==> config.mk <==
export PLATFORM = sky130hd
export DESIGN_NAME = pme_status_logger
export DESIGN_NICKNAME = d
export VERILOG_FILES = /design/src/rtl/pme_log_pkg.sv /design/src/rtl/pme_log_core.sv /design/src/rtl/pme_ctrl_regs.sv /design/src/rtl/pme_irq_route.sv /design/src/rtl/pme_status_logger.sv
export SDC_FILE = /design/constraint.sdc
export NUM_CORES = 1
export LEC_CHECK = 0
export BUFFER_PORTS_ARGS = -buffer_cell sky130_fd_sc_hd__buf_2
export CAP_MARGIN = 20
export CORE_MARGIN = 2
export CORE_UTILIZATION = 30
export DETAILED_ROUTE_END_ITERATION = 10
export PLACE_DENSITY = 0.62
export SLEW_MARGIN = 40
export SYNTH_ARGS = -nofsm -noshare
export SYNTH_HDL_FRONTEND = slang
export SYNTH_SLANG_ARGS = --single-unit
==> constraint.sdc <==
create_clock -name clk -period 1.4 [get_ports clk]
set_clock_uncertainty 0.15 [all_clocks]
set_input_delay 0 -clock clk [delete_from_list [all_inputs] [get_ports clk]]
set_output_delay 0 -clock clk [all_outputs]
set_load 0.005 [all_outputs]
==> src/rtl/pme_log_pkg.sv <==
package pme_log_pkg;
  localparam int ID_W     = 16;
  localparam int DATA_W   = 32;
  localparam int ADDR_W   = 2;
  localparam logic [ADDR_W-1:0] A_ROOT = 2'd0;
  localparam logic [ADDR_W-1:0] A_CTRL = 2'd1;
  localparam logic [ADDR_W-1:0] A_PMST = 2'd2;
  localparam int ST_BIT   = 16;
  localparam int PD_BIT   = 17;
  localparam int SCI_BIT  = 31;
  localparam int SMI_BIT  = 0;
  localparam int CTL_W    = 4;

  typedef struct packed {
    logic smi_en;
    logic sci_en;
    logic msi_en;
    logic irq_en;
  } ctl_t;
endpackage

==> src/rtl/pme_log_core.sv <==
module pme_log_core #(
  parameter int ID_W = 16
) (
  input  logic            clk,
  input  logic            rst_n,
  input  logic            pme_valid,
  input  logic [ID_W-1:0] pme_rid,
  input  logic            clr_req,
  output logic            status_q,
  output logic            status_nx,
  output logic            pend_q,
  output logic [ID_W-1:0] vis_q,
  output logic [ID_W-1:0] hid_q,
  output logic            log_evt
);
  logic            pend_nx;
  logic [ID_W-1:0] vis_nx;
  logic [ID_W-1:0] hid_nx;
  logic            clr_hit;
  logic            upd_en;

  assign clr_hit = clr_req & status_q;
  assign upd_en  = pme_valid | clr_req;

  always_comb begin
    status_nx = status_q;
    pend_nx   = pend_q;
    vis_nx    = vis_q;
    hid_nx    = hid_q;
    log_evt   = 1'b0;
    if (clr_hit && pend_q) begin
      status_nx = 1'b1;
      pend_nx   = 1'b0;
      vis_nx    = hid_q;
      log_evt   = 1'b1;
      if (pme_valid) begin
        pend_nx = 1'b1;
        hid_nx  = pme_rid;
      end
    end else if (!status_q || clr_hit) begin
      status_nx = 1'b0;
      if (pme_valid) begin
        status_nx = 1'b1;
        vis_nx    = pme_rid;
        log_evt   = 1'b1;
      end
    end else if (pme_valid) begin
      pend_nx = 1'b1;
      hid_nx  = pme_rid;
    end
  end

  always_ff @(posedge clk or negedge rst_n) begin
    if (!rst_n) begin
      status_q <= 1'b0;
      pend_q   <= 1'b0;
      vis_q    <= '0;
      hid_q    <= '0;
    end else if (upd_en) begin
      status_q <= status_nx;
      pend_q   <= pend_nx;
      vis_q    <= vis_nx;
      hid_q    <= hid_nx;
    end
  end
endmodule

==> src/rtl/pme_ctrl_regs.sv <==
module pme_ctrl_regs
  import pme_log_pkg::*;
#(
  parameter int DATA_W = 32
) (
  input  logic              clk,
  input  logic              rst_n,
  input  logic              wr_ctrl,
  input  logic              wr_pmst,
  input  logic [DATA_W-1:0] wr_data,
  input  logic              log_evt,
  output ctl_t              ctl_q,
  output ctl_t              ctl_nx,
  output logic              ie_rise,
  output logic              sci_st_q,
  output logic              smi_st_q
);
  logic sci_nx;
  logic smi_nx;
  logic st_en;

  assign st_en = wr_pmst | log_evt;

  always_comb begin
    ctl_nx = ctl_q;
    if (wr_ctrl) ctl_nx = ctl_t'(wr_data[CTL_W-1:0]);
    ie_rise = ctl_nx.irq_en & ~ctl_q.irq_en;

    sci_nx = sci_st_q;
    smi_nx = smi_st_q;
    if (wr_pmst && wr_data[SCI_BIT]) sci_nx = 1'b0;
    if (wr_pmst && wr_data[SMI_BIT]) smi_nx = 1'b0;
    if (log_evt && ctl_nx.sci_en)   sci_nx = 1'b1;
    if (log_evt && ctl_nx.smi_en)   smi_nx = 1'b1;
  end

  always_ff @(posedge clk or negedge rst_n) begin
    if (!rst_n) begin
      ctl_q <= '0;
    end else if (wr_ctrl) begin
      ctl_q <= ctl_nx;
    end
  end

  always_ff @(posedge clk or negedge rst_n) begin
    if (!rst_n) begin
      sci_st_q <= 1'b0;
      smi_st_q <= 1'b0;
    end else if (st_en) begin
      sci_st_q <= sci_nx;
      smi_st_q <= smi_nx;
    end
  end
endmodule

==> src/rtl/pme_irq_route.sv <==
module pme_irq_route (
  input  logic clk,
  input  logic rst_n,
  input  logic log_evt,
  input  logic status_nx,
  input  logic ie_nx,
  input  logic msi_en_nx,
  input  logic ie_rise,
  output logic msi_req,
  output logic pin_pulse,
  output logic gpe_evt
);
  logic trig;
  logic msi_nx;
  logic pin_nx;
  logic gpe_nx;

  always_comb begin
    trig   = ie_nx & (log_evt | (ie_rise & status_nx));
    msi_nx = trig & msi_en_nx;
    pin_nx = trig & ~msi_en_nx;
    gpe_nx = log_evt & ~ie_nx;
  end

  always_ff @(posedge clk or negedge rst_n) begin
    if (!rst_n) begin
      msi_req   <= 1'b0;
      pin_pulse <= 1'b0;
      gpe_evt   <= 1'b0;
    end else begin
      msi_req   <= msi_nx;
      pin_pulse <= pin_nx;
      gpe_evt   <= gpe_nx;
    end
  end
endmodule

==> src/rtl/pme_status_logger.sv <==
module pme_status_logger
  import pme_log_pkg::*;
(
  input  logic              clk,
  input  logic              rst_n,
  input  logic              pme_valid,
  input  logic [ID_W-1:0]   pme_rid,
  input  logic              wr_en,
  input  logic [ADDR_W-1:0] wr_addr,
  input  logic [DATA_W-1:0] wr_data,
  input  logic [ADDR_W-1:0] rd_addr,
  output logic [DATA_W-1:0] rd_data,
  output logic              msi_req,
  output logic              pin_pulse,
  output logic              pin_irq,
  output logic              gpe_evt,
  output logic              sci_out,
  output logic              smi_out
);
  logic            clr_req;
  logic            wr_ctrl;
  logic            wr_pmst;
  logic            status_q;
  logic            status_nx;
  logic            pend_q;
  logic [ID_W-1:0] vis_q;
  logic [ID_W-1:0] hid_q;
  logic            log_evt;
  ctl_t            ctl_q;
  ctl_t            ctl_nx;
  logic            ie_rise;
  logic            sci_st_q;
  logic            smi_st_q;

  assign clr_req = wr_en && (wr_addr == A_ROOT) && wr_data[ST_BIT];
  assign wr_ctrl = wr_en && (wr_addr == A_CTRL);
  assign wr_pmst = wr_en && (wr_addr == A_PMST);

  pme_log_core #(.ID_W(ID_W)) u_core (
    .clk       (clk),
    .rst_n     (rst_n),
    .pme_valid (pme_valid),
    .pme_rid   (pme_rid),
    .clr_req   (clr_req),
    .status_q  (status_q),
    .status_nx (status_nx),
    .pend_q    (pend_q),
    .vis_q     (vis_q),
    .hid_q     (hid_q),
    .log_evt   (log_evt)
  );

  pme_ctrl_regs #(.DATA_W(DATA_W)) u_regs (
    .clk      (clk),
    .rst_n    (rst_n),
    .wr_ctrl  (wr_ctrl),
    .wr_pmst  (wr_pmst),
    .wr_data  (wr_data),
    .log_evt  (log_evt),
    .ctl_q    (ctl_q),
    .ctl_nx   (ctl_nx),
    .ie_rise  (ie_rise),
    .sci_st_q (sci_st_q),
    .smi_st_q (smi_st_q)
  );

  pme_irq_route u_route (
    .clk       (clk),
    .rst_n     (rst_n),
    .log_evt   (log_evt),
    .status_nx (status_nx),
    .ie_nx     (ctl_nx.irq_en),
    .msi_en_nx (ctl_nx.msi_en),
    .ie_rise   (ie_rise),
    .msi_req   (msi_req),
    .pin_pulse (pin_pulse),
    .gpe_evt   (gpe_evt)
  );

  assign pin_irq = status_q & ctl_q.irq_en & ~ctl_q.msi_en;
  assign sci_out = sci_st_q;
  assign smi_out = smi_st_q;

  always_comb begin
    rd_data = '0;
    case (rd_addr)
      A_ROOT: begin
        rd_data[ID_W-1:0] = vis_q;
        rd_data[ST_BIT]   = status_q;
        rd_data[PD_BIT]   = pend_q;
      end
      A_CTRL: rd_data[CTL_W-1:0] = ctl_q;
      A_PMST: begin
        rd_data[SCI_BIT] = sci_st_q;
        rd_data[SMI_BIT] = smi_st_q;
      end
      default: rd_data = '0;
    endcase
  end
endmodule

Word level (Yosys, flattened, before mapping)
Index checks and enable logic that the tools add are counted.
- register bits: 43
- input port bits: 56
- output and inout bits: 38
- word-level logic and storage cells: 79
- eq/ne operators: 5
- mux-type cells: 23
- bitwise gates (word level): 16
- reduce and logical (&&, ||, !) cells: 22
- operators by type and width (cell ; number):
    16-bit 2-to-1 mux ; 6
    14-bit 2-to-1 mux ; 1
    1-bit 2-to-1 mux ; 13
    1-bit bitwise AND ; 9
    1-bit logical AND ; 9
    2-bit nonzero test ; 4
    3-bit case mux with 2 select lines ; 1
    2-bit AND reduction ; 3
    3-bit AND reduction ; 2
    2-bit by 1-bit equality test with 1-bit output (second input constant) ; 2
    2-bit equality test (second input constant) ; 2
    2-bit zero test ; 2
    4-bit 2-to-1 mux ; 1
    1-bit inverter ; 4
    1-bit bitwise OR ; 3
    1-bit case mux with 3 select lines ; 1
    2-bit by 1-bit != test with 1-bit output (second input constant) ; 1
    1-bit zero test ; 1
    1-bit logical OR ; 1

Logic depth before layout (Yosys ltp)
Gate-level depths: netlist (run 1).
- depth after elaboration: 11
- mapped depth: 5
- gate-level depth less buffers: 3

Hierarchy
From an unflattened synthesis (run 1), not the netlist that was laid out.
- cells, all modules: 179
- area, all modules: 2297.2 µm²
- by module, submodules not included (module ; instances ; cells an instance ; area each (µm²) ; sequential area each (µm²)):
    pme_log_core ; 1 ; 106 ; 1530.2 ; 850.8
    pme_status_logger ; 1 ; 45 ; 362.8 ; 0.0
    pme_ctrl_regs ; 1 ; 20 ; 294.0 ; 150.1
    pme_irq_route ; 1 ; 8 ; 110.1 ; 75.1

Least setup slack after synthesis (run 1)
OpenSTA, ideal clock, no wires.
- kind: register to register
- start: reg u_core.pend_q
- end: reg u_core.hid_q[10]
- setup time: 0.125 ns
- data arrival time: 1.238 ns
- required time: 1.125 ns
- setup slack: -0.113 ns
- cell stages (with the launch flop): 4
- buffers on the path: 1
- period minus slack after synthesis: 1.513 ns
- cell sequence: dfrtp_1 > o211ai_4 > buf_12 > mux2_4
- longest elaborated chain between the ends: 3
- elaborated cells between the ends (all ways): 4
- classes of those cells: eq/ne: 1; mux: 1; reduce/logical: 2
- RTL lines (item ; line ; text):
    from (decl) ; pme_log_core.sv:11 ; output logic pend_q,
    from (signal assigned) ; pme_log_core.sv:61 ; pend_q <= pend_nx;
    1-bit logical AND * ; pme_log_core.sv:31 ; if (clr_hit && pend_q) begin
    2-bit by 1-bit != test with 1-bit output (no source line) ; -- ;
    2-bit AND reduction (no source line) ; -- ;
    to (signal assigned) ; pme_log_core.sv:63 ; hid_q <= hid_nx;
    to (decl) ; pme_log_core.sv:13 ; output logic [ID_W-1:0] hid_q,
Every way passes the cells marked *; elsewhere a longest branch is shown, timed or not.
A chain may end at the register's enable or synchronous reset.

Worst setup path after layout (run 1)
- start: reg u_core.status_q
- end: reg u_core.hid_q[15]
- longest elaborated chain between the ends: 4
- elaborated cells between the ends (all ways): 7
- classes of those cells: eq/ne: 1; mux: 1; bitwise: 1; reduce/logical: 4
- RTL lines (item ; line ; text):
    from (decl) ; pme_log_core.sv:9 ; output logic status_q,
    from (signal assigned) ; pme_log_core.sv:60 ; status_q <= status_nx;
    1-bit bitwise AND / 1-bit zero test (equally long branches) ; pme_log_core.sv:22, pme_log_core.sv:40 ;
    1-bit logical OR / 1-bit logical AND (equally long branches) ; pme_log_core.sv:40, pme_log_core.sv:31 ;
    2-bit by 1-bit != test with 1-bit output (no source line) ; -- ;
    2-bit AND reduction (no source line) ; -- ;
Parallel ways exist; a longest one is shown, timed or not.

==> impl_metrics.ini, run 1 <==
[status]
outcome = complete, but fails checks
violations = negative setup slack

[job]
max_cap_violations = 0

[synthesis]
syn_inst = 246
synth_area_leaders = dfrtp_1, nand3_1, mux2_4
ys_ff_latch = 43
netlist_area_um2 = 2524
synth.largest_area_cell = dfrtp_1
yosys_warnings = 0
ys_seq_area_share_pct = 42.64
avgSynthCellArea_um2 = 10.26
synth_cell_types = 34
netlist.area_leader.share_pct = 42.64

[finish]
syn_to_final_growth_pct = 37.23
design_area_um2 = 3463
final_cell_mix = buf_2, dfrtp_1, nand3_1
drive_above_1_share_pct = 37.54
layout_commonest_cell = buf_2
diodes = 0
nets = 388

[placement]
dp_slack_ns = -0.1109
port_buffers = 54
hpwl_um = 4581
place_congestion = 0.7586
place_area_um2 = 2945

[sta]
fin_ws_ns = -0.04439
clock.fmax_mhz = 692.3
final_max_slew_viol_count = 0
rsz0062_at_grt = yes
tns_ns = -0.3278
finalSetupViolCount = 16
timing.final.crit_share_pct = 103.2
finalHoldViolCount = 0
fin_crit_ns = 1.444

[min_path]
hold_depth = 4
whs_endpoint = u_regs.smi_st_q
holdCritStartpoint = wr_addr[1]
hp-class = input pin to flip-flop

[floorplan]
fp.dieArea_um2 = 9162
die_y_um = 95.72
row_count = 33
die_w_um = 95.72
ioPinCount = 94
coreArea_um2 = 8175
start_util_pct = 30.87

[global_routing]
grt_max_degree = 44
grt_use_total_pct = 15.18
antenna_found_initial = 0
grt_pass1_vias = 2124
grt_pass1_wl_um = 10760
grt_overflow = 0

[route]
viasPerCell = 5.075
drt-initial-drc-count = 158
antenna_left = 0
post-route-drc-count = 0
vias = 2223
wire_per_inst_um = 15.67
first_pass_iters = 5
finalWirelength_um = 6862

[setup_path]
r2r_end = u_core.hid_q[15]
rr_worst_depth = 4
critPathCaptureType = flip-flop
cp.arrival_ns = 1.48
critPathMaxStageDelay_ns = 0.41
reg2reg_slack_ns = -0.04
crit_fanout = 9
critPathLaunch = u_core.status_q
critPathRequiredTime_ns = 1.44
critPathLaunchType = flip-flop
r2r_start = u_core.status_q
crit_chain = buf_12 > o211ai_4 > buf_6 > mux2_2
slowest_stage = dfrtp_1
worstSetupPathType = flip-flop to flip-flop

[power_and_ir_drop]
p_per_area_nw_per_um2 = 976.0
swShare_pct = 26.52
finalPower_mw = 3.380
leakage_nw = 1.556
clockPowerShare_pct = 35.2
vdd_ir_drop_max_mv = 0.5458
pwr-share-seq_pct = 43.7
p_sw_mw = 0.8963
combPwrFrac_pct = 21.1
power.internal_mw = 2.484

[clocking]
h-tree-depth = 2
cts_buffer_depth = 2
cts_tree = done
insertion_delay_ns = 0.31
cts_sinks = 43
cts_buffers = 5
cts.clk_slew.worst_paths_ns = 0.09
clockRootBuffer = clkbuf_8
-- per-layer routing --
metal	GRT usage [%]	wire length (um)	up-vias
met5	0	0	-
met4	4.405	50	0
met3	3.289	417	4
met2	23.83	3323	78
met1	21.09	3070	1088
li1	-	-	1053
-- worst max-delay path by stage --
stage / end / slack, ns / cells past startpoint
4_1_cts: u_core.hid_q[0] / -0.03 / 4
6_report: u_core.hid_q[15] / -0.04 / 4
3_5_place_dp: u_route.msi_req / -0.11 / 4
3_3_place_gp: u_route.msi_req / -0.04 / 4
5_1_grt: u_core.hid_q[14] / -0.08 / 4
2_1_floorplan: u_core.hid_q[10] / -0.07 / 3
-- critical path, delay by kind of cell, from the launching register on --
kind | cells | cell delay [ns]
flops | 1 | 0.41
compound gates | 1 | 0.08
mux | 1 | 0.34
buf+inv | 2 | 0.34
-- cell families after synthesis --
logic type | synth area share (%)
compound gates | 12.59
buf+inv | 9.420
flops | 42.64
mux | 11.95
other cells | 0.1486
simple gates | 23.25
-- sequential cells by signal (all words and copies together), names as in the netlist --
signal	flops
u_regs.sci_st_q	1
u_route.msi_req	1
u_route.pin_pulse	1
u_regs.smi_st_q	1
u_core.hid_q	16
u_core.status_q	1
u_core.vis_q	16
u_core.pend_q	1
u_route.gpe_evt	1
u_regs.ctl_q	4
-- stage by stage --
step                utilization [%]  std cells  hold WS [ns]
floorplan                         -        258       -0.4456
global placement              36.03        404       -0.1536
detailed placement            36.03        404       -0.1533
CTS                           41.06        437      0.003105
global route                  42.36        438       0.01732
finish                        42.36        438      0.008934
-- power by group through the flow --
stage          combinational, mW  sequential [mW]  clock (mW)
2_1_floorplan              0.414             1.47           0
3_3_place_gp               0.617             1.49           0
3_5_place_dp               0.642             1.49           0
4_1_cts                    0.698             1.47        1.20
5_1_grt                    0.795             1.50        1.26
6_report                   0.714             1.48        1.19
-- synthesized netlist by cell type --
cell and instances:
a21boi_1 1, a21oi_1 3, a22o_1 2, a31oi_1 16
a41oi_1 16, and2_1 14, and3_1 1, and4bb_1 1
buf_12 1, buf_2 9, buf_4 16, buf_6 1
clkbuf_1 7, clkinv_1 1, conb_1 1, dfrtp_1 43
inv_1 3, mux2_2 9, mux2_4 10, mux2i_1 5
nand2_1 4, nand3_1 32, nand3_4 1, nand3b_1 1
nand4b_1 2, nand4bb_4 1, nor2_1 6, nor2b_1 16
nor3_1 17, nor4_2 1, nor4b_2 1, o211ai_4 1
o21ai_0 2, o22ai_1 1
-- final cells by class --
cell class	instances	area, um^2
fillers	815	4712
multi-input cells	178	1363
flip-flops and latches	43	1077
clock inverters	3	67.56
well taps	105	131.4
inverters	4	27.53
repair buffers	100	728.2
clock buffers	5	68.82
-- timing repair --
item,CTS,global route
buffers inserted,1,0
cloned,0,1
setup endpoints to repair,37,38
hold buffers,24,0
pin swaps,0,1
hold endpoints to repair,82,0
resized for setup,6,17
(Power assumes the default switching activity.)
==> run 2, diff against run 1 <==
- CELL_PAD_IN_SITES_DETAIL_PLACEMENT: not set -> 0
- CELL_PAD_IN_SITES_GLOBAL_PLACEMENT: not set -> 1
- PLACE_DENSITY: 0.62 -> 0.74
- clock period: 1.4 -> 1.85 ns (I/O delays scaled with it)
==> impl_metrics.ini, run 2 (same netlist as run 1, synthesis figures left out) <==
[job]
max_cap_violations = 0

[power_and_ir_drop]
p_sw_mw = 0.6063
pwr-share-seq_pct = 48.0
power.internal_mw = 1.713
vdd_ir_drop_max_mv = 0.3047
leakage_nw = 1.465
combPwrFrac_pct = 21.6
clockPowerShare_pct = 30.4
p_per_area_nw_per_um2 = 719.0
finalPower_mw = 2.319
swShare_pct = 26.14

[floorplan]
row_count = 33
die_y_um = 95.72
start_util_pct = 30.87
fp.dieArea_um2 = 9162
die_w_um = 95.72
ioPinCount = 94
coreArea_um2 = 8175

[sta]
finalHoldViolCount = 0
clock.fmax_mhz = 600.1
tightest_slew_ns = 0.5325
timing.final.crit_share_pct = 90.08
fin_crit_ns = 1.667
final_max_slew_viol_count = 0
tns_ns = 0
rsz0062_at_grt = no
finalSetupViolCount = 0
maxSlewHeadroom_pct = 64.50

[route]
post-route-drc-count = 0
viasPerCell = 4.984
drt-initial-drc-count = 133
wire_per_inst_um = 14.96
finalWirelength_um = 6432
vias = 2143
first_pass_iters = 4
antenna_left = 0

[global_routing]
grt_util_met3_pct = 2.662
gr-usage-met1_pct = 20.02
grt_max_degree = 38
grt_pass1_vias = 2152
grt_use_total_pct = 14.70
antenna_found_initial = 0
groute.layer.met2.usage_pct = 23.66
grt_pass1_wl_um = 10400
grt_busiest_layer = met2
grt_overflow = 0

[finish]
nets = 381
final_cell_mix = buf_2, dfrtp_1, nand3_1
fillers = 806
layout_commonest_cell = buf_2
top_regs = u_core.hid_q: 16 flops, u_core.vis_q: 16 flops, u_regs.ctl_q: 4 flops
diodes = 0
multi_input_area_um2 = 1255
syn_to_final_growth_pct = 27.81
regArea_um2 = 1076
drive_above_1_share_pct = 30.46

[placement]
port_buffers = 54
place_congestion = 0.7485
hpwl_um = 4434

[min_path]
holdCritStartpoint = pme_valid
hp-class = input pin to flip-flop
hold_depth = 4
whs_endpoint = u_core.status_q

[clocking]
cts.clk_slew.worst_paths_ns = 0.07
cts_setup_buffers = 0
cts_tree = done
cts_sinks = 43
holdBufCountCts = 25
insertion_delay_ns = 0.29
cts_buffers = 5
cts_buffer_depth = 2
cts_resized = 0
h-tree-depth = 2
clockRootBuffer = clkbuf_8

[setup_path]
rr_worst_depth = 3
critPathLaunchType = input pin
reg2reg_slack_ns = 0.19
worstSetupPathType = input pin to flip-flop
critPathRequiredTime_ns = 1.89
r2r_end = u_core.vis_q[12]
critPathCaptureType = flip-flop
cp.arrival_ns = 1.71
crit_fanout = 37
r2r_start = u_core.status_q

[status]
outcome = complete, no violations
==> run 2: changes by cell type in the layout (fill, tap and decap cells not counted), sizes merged <==
cell | before | now
buf | 76 | 69
dlygate4sd3 | 24 | 25
clkinvlp | 1 | 0
nand3 | 34 | 33
bufinv | 2 | 1
clkbuf | 5 | 6
==> run 2: stage by stage <==
stage | cell area [um^2] | utilization [%] | setup slack [ns] | std cells | hold WS (ns)
after floorplan | 2569 | - | 0.3366 | 258 | -0.4456
after global routing | 3226 | 39.46 | 0.05604 | 430 | 0.04791
after global placement | 2873 | 35.14 | 0.2350 | 398 | -0.1375
after CTS | 3226 | 39.46 | 0.1846 | 430 | 0.03035
final | 3226 | 39.46 | 0.1835 | 430 | 0.03325
after detailed placement | 2873 | 35.14 | 0.2009 | 398 | -0.1442
==> run 2: routing by layer <==
| metal | up-vias | wire [um] |
|---|---|---|
| met5 | - | 0 |
| met4 | 0 | 68 |
| met3 | 6 | 247 |
| met2 | 62 | 3020 |
| met1 | 1045 | 3095 |
| li1 | 1030 | - |
==> run 2: power groups by stage <==
stage               sequential (mW)  clock, mW  combinational [mW]
finish                         1.11      0.706               0.500
floorplan                      1.11          0               0.313
detailed placement             1.13          0               0.464
global route                   1.13      0.763               0.558
CTS                            1.11      0.726               0.505
global placement               1.13          0               0.456
==> run 2: worst max-delay path by stage <==
| stage | start | to | cells past startpoint |
|---|---|---|---|
| after detailed placement | u_core.status_q | u_core.vis_q[12] | 3 |
| after floorplan | u_core.pend_q | u_core.hid_q[10] | 3 |
| after global placement | u_core.status_q | u_core.vis_q[12] | 3 |
| final | wr_addr[1] | u_route.msi_req | 6 |
| after CTS | wr_addr[1] | u_route.msi_req | 6 |
| after global routing | u_core.status_q | rd_data[16] | 4 |
==> run 2: layout make-up <==
type	instances	area share (%)
Multi-Input combinational cell	177	38.91
Sequential cell	43	33.36
Timing Repair Buffer	94	20.02
Tap cell	105	4.073
Clock buffer	6	2.250
Clock inverter	1	0.9310
Inverter	4	0.4655
==> run 2: worst max-delay path, stage by stage <==
cell	delay, ns
dlygate4sd3_1	0.52
buf_2	0.14
nand4bb_4	0.16
buf_4	0.37
a21boi_1	0.21
nor4b_2	0.31
